### src/rtl/burst2_pkg.sv
package burst2_pkg;
    localparam int BYTE_W = 8;

    typedef enum logic {
        PH_KB = 1'b0,
        PH_K  = 1'b1
    } phase_e;
endpackage

### src/rtl/burst2_wr_path.sv
module burst2_wr_path #(
    parameter int AW    = 4,
    parameter int NB    = 4,
    parameter int DRAIN = 6,
    localparam int DW   = NB * burst2_pkg::BYTE_W,
    localparam int CW   = $clog2(DRAIN + 1)
) (
    input  logic          clk,
    input  logic          rst,
    input  logic          k_edge,
    input  logic          wr_n,
    input  logic [AW-1:0] addr,
    input  logic [DW-1:0] wdata,
    input  logic [NB-1:0] wmask_n,
    output logic          pend_valid,
    output logic [AW-1:0] pend_addr,
    output logic [DW-1:0] pend_d0,
    output logic [DW-1:0] pend_d1,
    output logic [NB-1:0] pend_m0,
    output logic [NB-1:0] pend_m1,
    output logic          commit
);
    logic          stg_active;
    logic [DW-1:0] stg_d0;
    logic [NB-1:0] stg_m0;
    logic [CW-1:0] age;

    // The pending pair goes to the array when a new write starts or when it has aged out.
    assign commit = pend_valid &&
                    ((k_edge && !wr_n) || (age == CW'(DRAIN - 1)));

    always_ff @(posedge clk) begin
        if (rst) begin
            stg_active <= 1'b0;
            stg_d0     <= '0;
            stg_m0     <= '1;
            pend_valid <= 1'b0;
            pend_addr  <= '0;
            pend_d0    <= '0;
            pend_d1    <= '0;
            pend_m0    <= '1;
            pend_m1    <= '1;
            age        <= '0;
        end else begin
            if (k_edge) begin
                stg_active <= !wr_n;
                if (!wr_n) begin
                    stg_d0 <= wdata;
                    stg_m0 <= wmask_n;
                end
            end else begin
                stg_active <= 1'b0;
            end

            if (commit) begin
                pend_valid <= 1'b0;
                age        <= '0;
            end else if (pend_valid) begin
                age <= age + 1'b1;
            end

            if (!k_edge && stg_active) begin
                pend_valid <= 1'b1;
                pend_addr  <= addr;
                pend_d0    <= stg_d0;
                pend_m0    <= stg_m0;
                pend_d1    <= wdata;
                pend_m1    <= wmask_n;
                age        <= '0;
            end
        end
    end
endmodule

### src/rtl/burst2_store.sv
module burst2_store #(
    parameter int AW    = 4,
    parameter int NB    = 4,
    localparam int BW   = burst2_pkg::BYTE_W,
    localparam int DW   = NB * BW,
    localparam int DEPTH = 1 << AW
) (
    input  logic          clk,
    input  logic          rst,
    input  logic          commit,
    input  logic          fwd_valid,
    input  logic [AW-1:0] fwd_addr,
    input  logic [DW-1:0] fwd_d0,
    input  logic [DW-1:0] fwd_d1,
    input  logic [NB-1:0] fwd_m0,
    input  logic [NB-1:0] fwd_m1,
    input  logic [AW-1:0] rd_addr,
    output logic [DW-1:0] rd_w0,
    output logic [DW-1:0] rd_w1
);
    logic [DW-1:0] mem0 [DEPTH];
    logic [DW-1:0] mem1 [DEPTH];
    logic          hit;

    always_ff @(posedge clk) begin
        if (rst) begin
            for (int i = 0; i < DEPTH; i++) begin
                mem0[i] <= '0;
                mem1[i] <= '0;
            end
        end else if (commit) begin
            for (int b = 0; b < NB; b++) begin
                if (!fwd_m0[b]) mem0[fwd_addr][b*BW +: BW] <= fwd_d0[b*BW +: BW];
                if (!fwd_m1[b]) mem1[fwd_addr][b*BW +: BW] <= fwd_d1[b*BW +: BW];
            end
        end
    end

    assign hit = fwd_valid && (fwd_addr == rd_addr);

    // Per-lane selection between the pending register and the array.
    for (genvar g = 0; g < NB; g++) begin : g_lane
        assign rd_w0[g*BW +: BW] = (hit && !fwd_m0[g]) ? fwd_d0[g*BW +: BW]
                                                       : mem0[rd_addr][g*BW +: BW];
        assign rd_w1[g*BW +: BW] = (hit && !fwd_m1[g]) ? fwd_d1[g*BW +: BW]
                                                       : mem1[rd_addr][g*BW +: BW];
    end
endmodule

### src/rtl/burst2_rd_out.sv
module burst2_rd_out #(
    parameter int DW = 32
) (
    input  logic          clk,
    input  logic          rst,
    input  logic          k_edge,
    input  logic          rd_n,
    input  logic [DW-1:0] w0,
    input  logic [DW-1:0] w1,
    output logic [DW-1:0] rdata,
    output logic          rvalid
);
    logic [DW-1:0] second;
    logic          second_v;

    always_ff @(posedge clk) begin
        if (rst) begin
            rdata    <= '0;
            rvalid   <= 1'b0;
            second   <= '0;
            second_v <= 1'b0;
        end else if (k_edge) begin
            rvalid   <= !rd_n;
            second_v <= !rd_n;
            rdata    <= rd_n ? '0 : w0;
            second   <= w1;
        end else begin
            rvalid   <= second_v;
            rdata    <= second_v ? second : '0;
            second_v <= 1'b0;
        end
    end
endmodule

### src/rtl/burst2_sram.sv
module burst2_sram #(
    parameter int AW    = 4,
    parameter int NB    = 4,
    parameter int DRAIN = 6,
    localparam int DW   = NB * burst2_pkg::BYTE_W
) (
    input  logic          clk,
    input  logic          rst,
    input  logic          wr_n,
    input  logic          rd_n,
    input  logic [AW-1:0] addr,
    input  logic [DW-1:0] wdata,
    input  logic [NB-1:0] wmask_n,
    output logic [DW-1:0] rdata,
    output logic          rvalid,
    output logic          k_phase
);
    import burst2_pkg::*;

    phase_e        phase;
    logic          k_edge;
    logic          pend_valid;
    logic [AW-1:0] pend_addr;
    logic [DW-1:0] pend_d0, pend_d1;
    logic [NB-1:0] pend_m0, pend_m1;
    logic          commit;
    logic [DW-1:0] rd_w0, rd_w1;

    always_ff @(posedge clk) begin
        if (rst) phase <= PH_K;
        else     phase <= (phase == PH_K) ? PH_KB : PH_K;
    end

    assign k_edge  = (phase == PH_K);
    assign k_phase = k_edge;

    burst2_wr_path #(.AW(AW), .NB(NB), .DRAIN(DRAIN)) u_wr (
        .clk(clk), .rst(rst), .k_edge(k_edge), .wr_n(wr_n), .addr(addr),
        .wdata(wdata), .wmask_n(wmask_n), .pend_valid(pend_valid),
        .pend_addr(pend_addr), .pend_d0(pend_d0), .pend_d1(pend_d1),
        .pend_m0(pend_m0), .pend_m1(pend_m1), .commit(commit)
    );

    burst2_store #(.AW(AW), .NB(NB)) u_store (
        .clk(clk), .rst(rst), .commit(commit), .fwd_valid(pend_valid),
        .fwd_addr(pend_addr), .fwd_d0(pend_d0), .fwd_d1(pend_d1),
        .fwd_m0(pend_m0), .fwd_m1(pend_m1), .rd_addr(addr),
        .rd_w0(rd_w0), .rd_w1(rd_w1)
    );

    burst2_rd_out #(.DW(DW)) u_rd (
        .clk(clk), .rst(rst), .k_edge(k_edge), .rd_n(rd_n),
        .w0(rd_w0), .w1(rd_w1), .rdata(rdata), .rvalid(rvalid)
    );
endmodule

### config.mk
export PLATFORM = sky130hd
export DESIGN_NAME = burst2_sram
export DESIGN_NICKNAME = d
export VERILOG_FILES = /design/src/rtl/burst2_pkg.sv /design/src/rtl/burst2_wr_path.sv /design/src/rtl/burst2_store.sv /design/src/rtl/burst2_rd_out.sv /design/src/rtl/burst2_sram.sv
export SDC_FILE = /design/constraint.sdc
export NUM_CORES = 2
export LEC_CHECK = 0
export CELL_PAD_IN_SITES_DETAIL_PLACEMENT = 0
export CELL_PAD_IN_SITES_GLOBAL_PLACEMENT = 1
export CORE_AREA = 2 2 250 438
export DETAILED_ROUTE_END_ITERATION = 8
export DIE_AREA = 0 0 252 440
export GPL_TIMING_DRIVEN = 0
export HOLD_SLACK_MARGIN = 0.1
export PLACE_DENSITY_LB_ADDON = 0.15
export SYNTH_ARGS = -nofsm -noshare
export SYNTH_HDL_FRONTEND = slang
export SYNTH_SLANG_ARGS = --single-unit
### constraint.sdc
create_clock -name clk -period 6.59 [get_ports clk]
set_clock_uncertainty 0.05 [all_clocks]
set_input_delay 0.659 -clock clk [delete_from_list [all_inputs] [get_ports clk]]
set_output_delay 0.659 -clock clk [all_outputs]
set_load 0.02 [all_outputs]
# --- Word-level counts from Yosys, hierarchy flattened ---
# Memory sizes are Yosys's and may differ from the RTL's.
# Cells that the tools add are included.
totals:
  ram_bits: 1024
  n_memories: 2
  ff_bits: 184
  elab_cells: 107
  inputBits: 44
  out_inout_bits: 34
memory_table:
  columns: ["memory", "words", "width", "rd", "rd_clocked_by_memory_dff", "write_ports", "line_no", "source"]
  rows:
  - ["u_store.mem0", 16, 32, 1, 0, 16, "burst2_store.sv:21", "logic [DW-1:0] mem0 [DEPTH];"]
  - ["u_store.mem1", 16, 32, 1, 0, 16, "burst2_store.sv:22", "logic [DW-1:0] mem1 [DEPTH];"]
classes:
  reduce_logical: 30
  bitwise: 2
  addsub: 1
  n_mux: 55
  n_eq_ne: 2
op_table:
  columns: ["cell", "n"]
  rows:
  - ["$mux W32", 5]
  - ["$mux W8", 8]
  - ["$reduce_or A32 Y1", 2]
  - ["$mux W1", 38]
  - ["$mux W4", 4]
  - ["$logic_and A1 B1 Y1", 12]
  - ["$logic_not A1 Y1", 11]
  - ["$eq A4 B4 Y1", 1]
  - ["$add A3 B1 Y3 const B", 1]
  - ["$eq A3 B3 Y1 const B", 1]
  - ["$reduce_or A3 Y1", 1]
  - ["$not A1 Y1", 2]
  - ["$reduce_and A2 Y1", 1]
  - ["$reduce_bool A2 Y1", 1]
  - ["$reduce_or A2 Y1", 1]
  - ["$logic_or A1 B1 Y1", 1]

# --- Logic depth before layout (Yosys ltp) ---
logic_depth:
  ltp_word: 9
  mapped_depth: 11
  mapped_depth_nobuf: 6

# --- Modules after synthesis ---
# From an unflattened synthesis, not the netlist that was laid out.
hier_totals:
  hier_cells: 4037
  hier_area_um2: 54654.9
by_module_without_submodules:
  columns: ["module", "seq_area_each_um2", "cells_per_inst", "n_inst", "area_each_um2"]
  rows:
  - ["burst2_store", 30749.5, 3267, 1, 47870.9]
  - ["burst2_wr_path", 2342.2, 516, 1, 4170.2]
  - ["burst2_rd_out", 1321.3, 252, 1, 2587.5]
  - ["burst2_sram", 20.0, 2, 1, 26.3]

# --- Least setup slack after synthesis ---
# No wires, ideal clock.
synth_timing:
  path_type: "input to register"
  start: "input rst"
  end: "memory u_store.mem1[11][16] (enable)"
  cell_stages: 7
  arrival_time_ns: 2.100
  path_buffers: 3
  setup_ns: 0.375
  path_slack_ns: 4.065
  cell_sequence: "and2b_1 -> o21ai_1 -> buf_4 -> nand2b_1 -> buf_2 -> clkbuf_1 -> o21bai_1"
synth_lines:
  columns: ["element", "line_no", "source"]
  rows:
  - ["from (decl)", "burst2_sram.sv:8", "input logic rst,"]
  - ["to (decl)", "burst2_store.sv:22", null]

==> flow_summary.ini <==
[detailed_routing]
via_per_inst = 6.214
post_drt_wl_per_cell_um = 32.78
via_count = 34060
drc = 0
drt-initial-drc-count = 3394
drt_wl_total_um = 179700
first_pass_iters = 6
detail-route-antenna-nets = 0

[critical_path]
crit_path_top_delay_cell = nand3_1
crit_type = reg -> reg
worst_ep_arrival_time_ps = 4470
critPathMostFrequentCell = clkbuf_1
crit_chain = buf_2 > nor2b_1 > nand3_1 > clkbuf_1 > clkbuf_1 > o21bai_1
end_kind = register
worstSetupStartpointType = register
crit_fanout = 10
required_ps = 6900
r2r_slack_ps = 2420
cp_top_family = buffers and inverters
path_buf_inv = 3
slowest_delay_ps = 890

[clock_network]
post_cts_resize_count = 0
root_buffer = clkbuf_16
postCtsHoldBufs = 0
tritoncts = yes
cts_buffers = 107
clk_pin_slew_worst_paths_ps = 70
cts.sinks = 1208
clockBufferDepth = 3
post-cts-setup-buffers = 0
htree_levels = 3
clock_latency_ps = 760

[layout]
multi_input_area_um2 = 17250
final_util = 0.5530
seqCellArea_um2 = 34430
fillCellCount = 9030
layout.nets = 4055
syn2layout_area_growth_pct = 11.62
drive_gt1_frac = 0.1353

[synthesis]
synthDistinctLibCells = 46
syn_avg_cell_area_um2 = 13.96
netlist_area_um2 = 53360
synth_edf_count = 1024
synth.area.top_cells = edfxtp_1 (58%), mux4_2 (11%), dfxtp_1 (6.9%), and2_1 (5.2%), and3_1 (4.1%)
synth.largest_area_cell = edfxtp_1
ys_warn_count = 0
ys_seq_area_frac = 0.6453
synthCells = 3823
async_reset_ff_frac = 0
ys_top_cells_by_count = edfxtp_1 (1,024), and2_1 (446), and3_1 (352)
synth_top_area_frac = 0.5763
synth_nets = 3869
synth_seq_cells = 1208
postSynth.topFlopCell = edfxtp_1
synth_most_common_cell = edfxtp_1

[global_route]
grt_use_total = 0.3287
globalRoute.totalOverflow = 0
antenna_found_initial = 7
grt_pass1_vias = 35100
grt_max_degree = 18
grt_first_pass_wirelength_um = 253200

[timing]
max_freq_mhz = 240.1
rsz0062_at_grt = false
tightestPinTransition_ps = 1592
fin_tns_setup_ps = 0
finalCriticalPeriod_ps = 4165
fin_crit_sh = 0.6321
relSlewSlack = -0.06150
setup_viol = 0
holdWs_ps = 390.2
slew_violations = 20
final_hold_viol_count = 0

[die]
die_area_um2 = 110900
placeableCoreArea_um2 = 107700
io_pins = 78
rows = 160
die_width_um = 252
die_h_um = 440
start_util = 0.4954

[power_and_ir_drop]
peakVddDrop_v = 0.0002409
powerDensity_nw_per_um2 = 274.9
p_leak_nw = 21.84

[status]
status = finished, violations left
violations = max-capacitance violations, max-slew violations

[job]
max-cap-violations = 2

[placed_design]
hpwl_um = 136100
numPortBuffers = 75
gp_congestion = 0.9266

[hold_path]
hold_path_class = reg -> reg
-- report_power, final --
group | switching [W] | internal (W) | total (W)
logic | 0.000687 | 0.000376 | 0.00106
registers | 0.0000987 | 0.00851 | 0.00861
clock network | 0.00296 | 0.00373 | 0.00670
total | 0.00375 | 0.0126 | 0.0164
-- per-layer routing --
layer / GRT usage / vias to the layer above / wire [um]
met3: 0.05050 / 474 / 11920
li1: - / 14810 / -
met1: 0.3552 / 17250 / 59340
met4: 0.2275 / 6 / 13950
met5: 0 / - / 32
met2: 0.5895 / 1517 / 94420
-- kinds of logic after synthesis --
kind of cell,synth area share
xor gates and xnor gates,0.0006565
DFF,0.6453
buffers and inverters,0.03172
and+or+nand+nor,0.1594
AOI/OAI and AO/OA,0.05391
adders and majority gates,0.0004689
muxes,0.1086
-- cell type report --
type                       count  area share
clock buffer                 125     0.04798
multi-input combinational   2212      0.2896
antenna                        3   0.0001260
timing repair buffer          77     0.01305
buffer                       369     0.02641
sequential                  1208      0.5781
inverter                      34    0.002143
clock inverter                76     0.01370
tap                         1377     0.02893
-- path summary, 6_finish.rpt --
check	from	to	cells after the start
setup / recovery	u_wr.pend_addr[1]	u_store.mem1[11][17]	6
hold reg to reg	u_wr.stg_d0[30]	u_wr.pend_d0[30]	2
setup reg to reg	u_wr.pend_addr[1]	u_store.mem1[11][17]	6
hold / removal	u_wr.stg_d0[30]	u_wr.pend_d0[30]	2
-- registers in the layout, indices dropped and copies added (netlist names), 3 cells and up --
register / count
u_rd.rdata: 32
u_rd.second: 32
u_store.mem0: 512
u_store.mem1: 512
u_wr.age: 3
u_wr.pend_addr: 4
u_wr.pend_d0: 32
u_wr.pend_d1: 32
u_wr.pend_m0: 4
u_wr.pend_m1: 4
u_wr.stg_d0: 32
u_wr.stg_m0: 4
-- stage by stage --
step	power, W	area [um2]	setup slack [ps]	cells
floorplan	0.009358	53360	4065	3823
global placement	0.009811	55830	1939	5275
detailed placement	0.009835	55880	2494	5277
CTS	0.01639	59550	2470	5478
global route	0.01674	59550	2429	5478
finish	0.01637	59560	2425	5481
-- worst register-to-register path: stages (launching register included) --
cell      delay (ps)
dfxtp_1          310
buf_2            230
nor2b_1          270
nand3_1          890
clkbuf_1         750
clkbuf_1         470
o21bai_1         790
-- layout by cell type, fill, tap and decap left out, types with 12 or more instances in the layout --
cell,count
a21oi_1,102
a21o_1,40
a22oi_1,64
and3_1,352
o221ai_1,24
nor3_1,267
and2_1,446
a221o_1,32
clkinv_1,12
clkdlybuf4s50_1,75
bufinv_16,16
or2_2,41
buf_6,13
clkbuf_16,109
buf_2,41
a22o_1,64
nor2_1,107
nand2_1,279
dfxtp_1,184
o21bai_1,33
inv_1,36
clkinv_2,33
clkbuf_1,299
mux4_2,251
edfxtp_1,1024
o211ai_1,13
or2_1,15
Note: power is estimated with default switching activity, not from simulation.
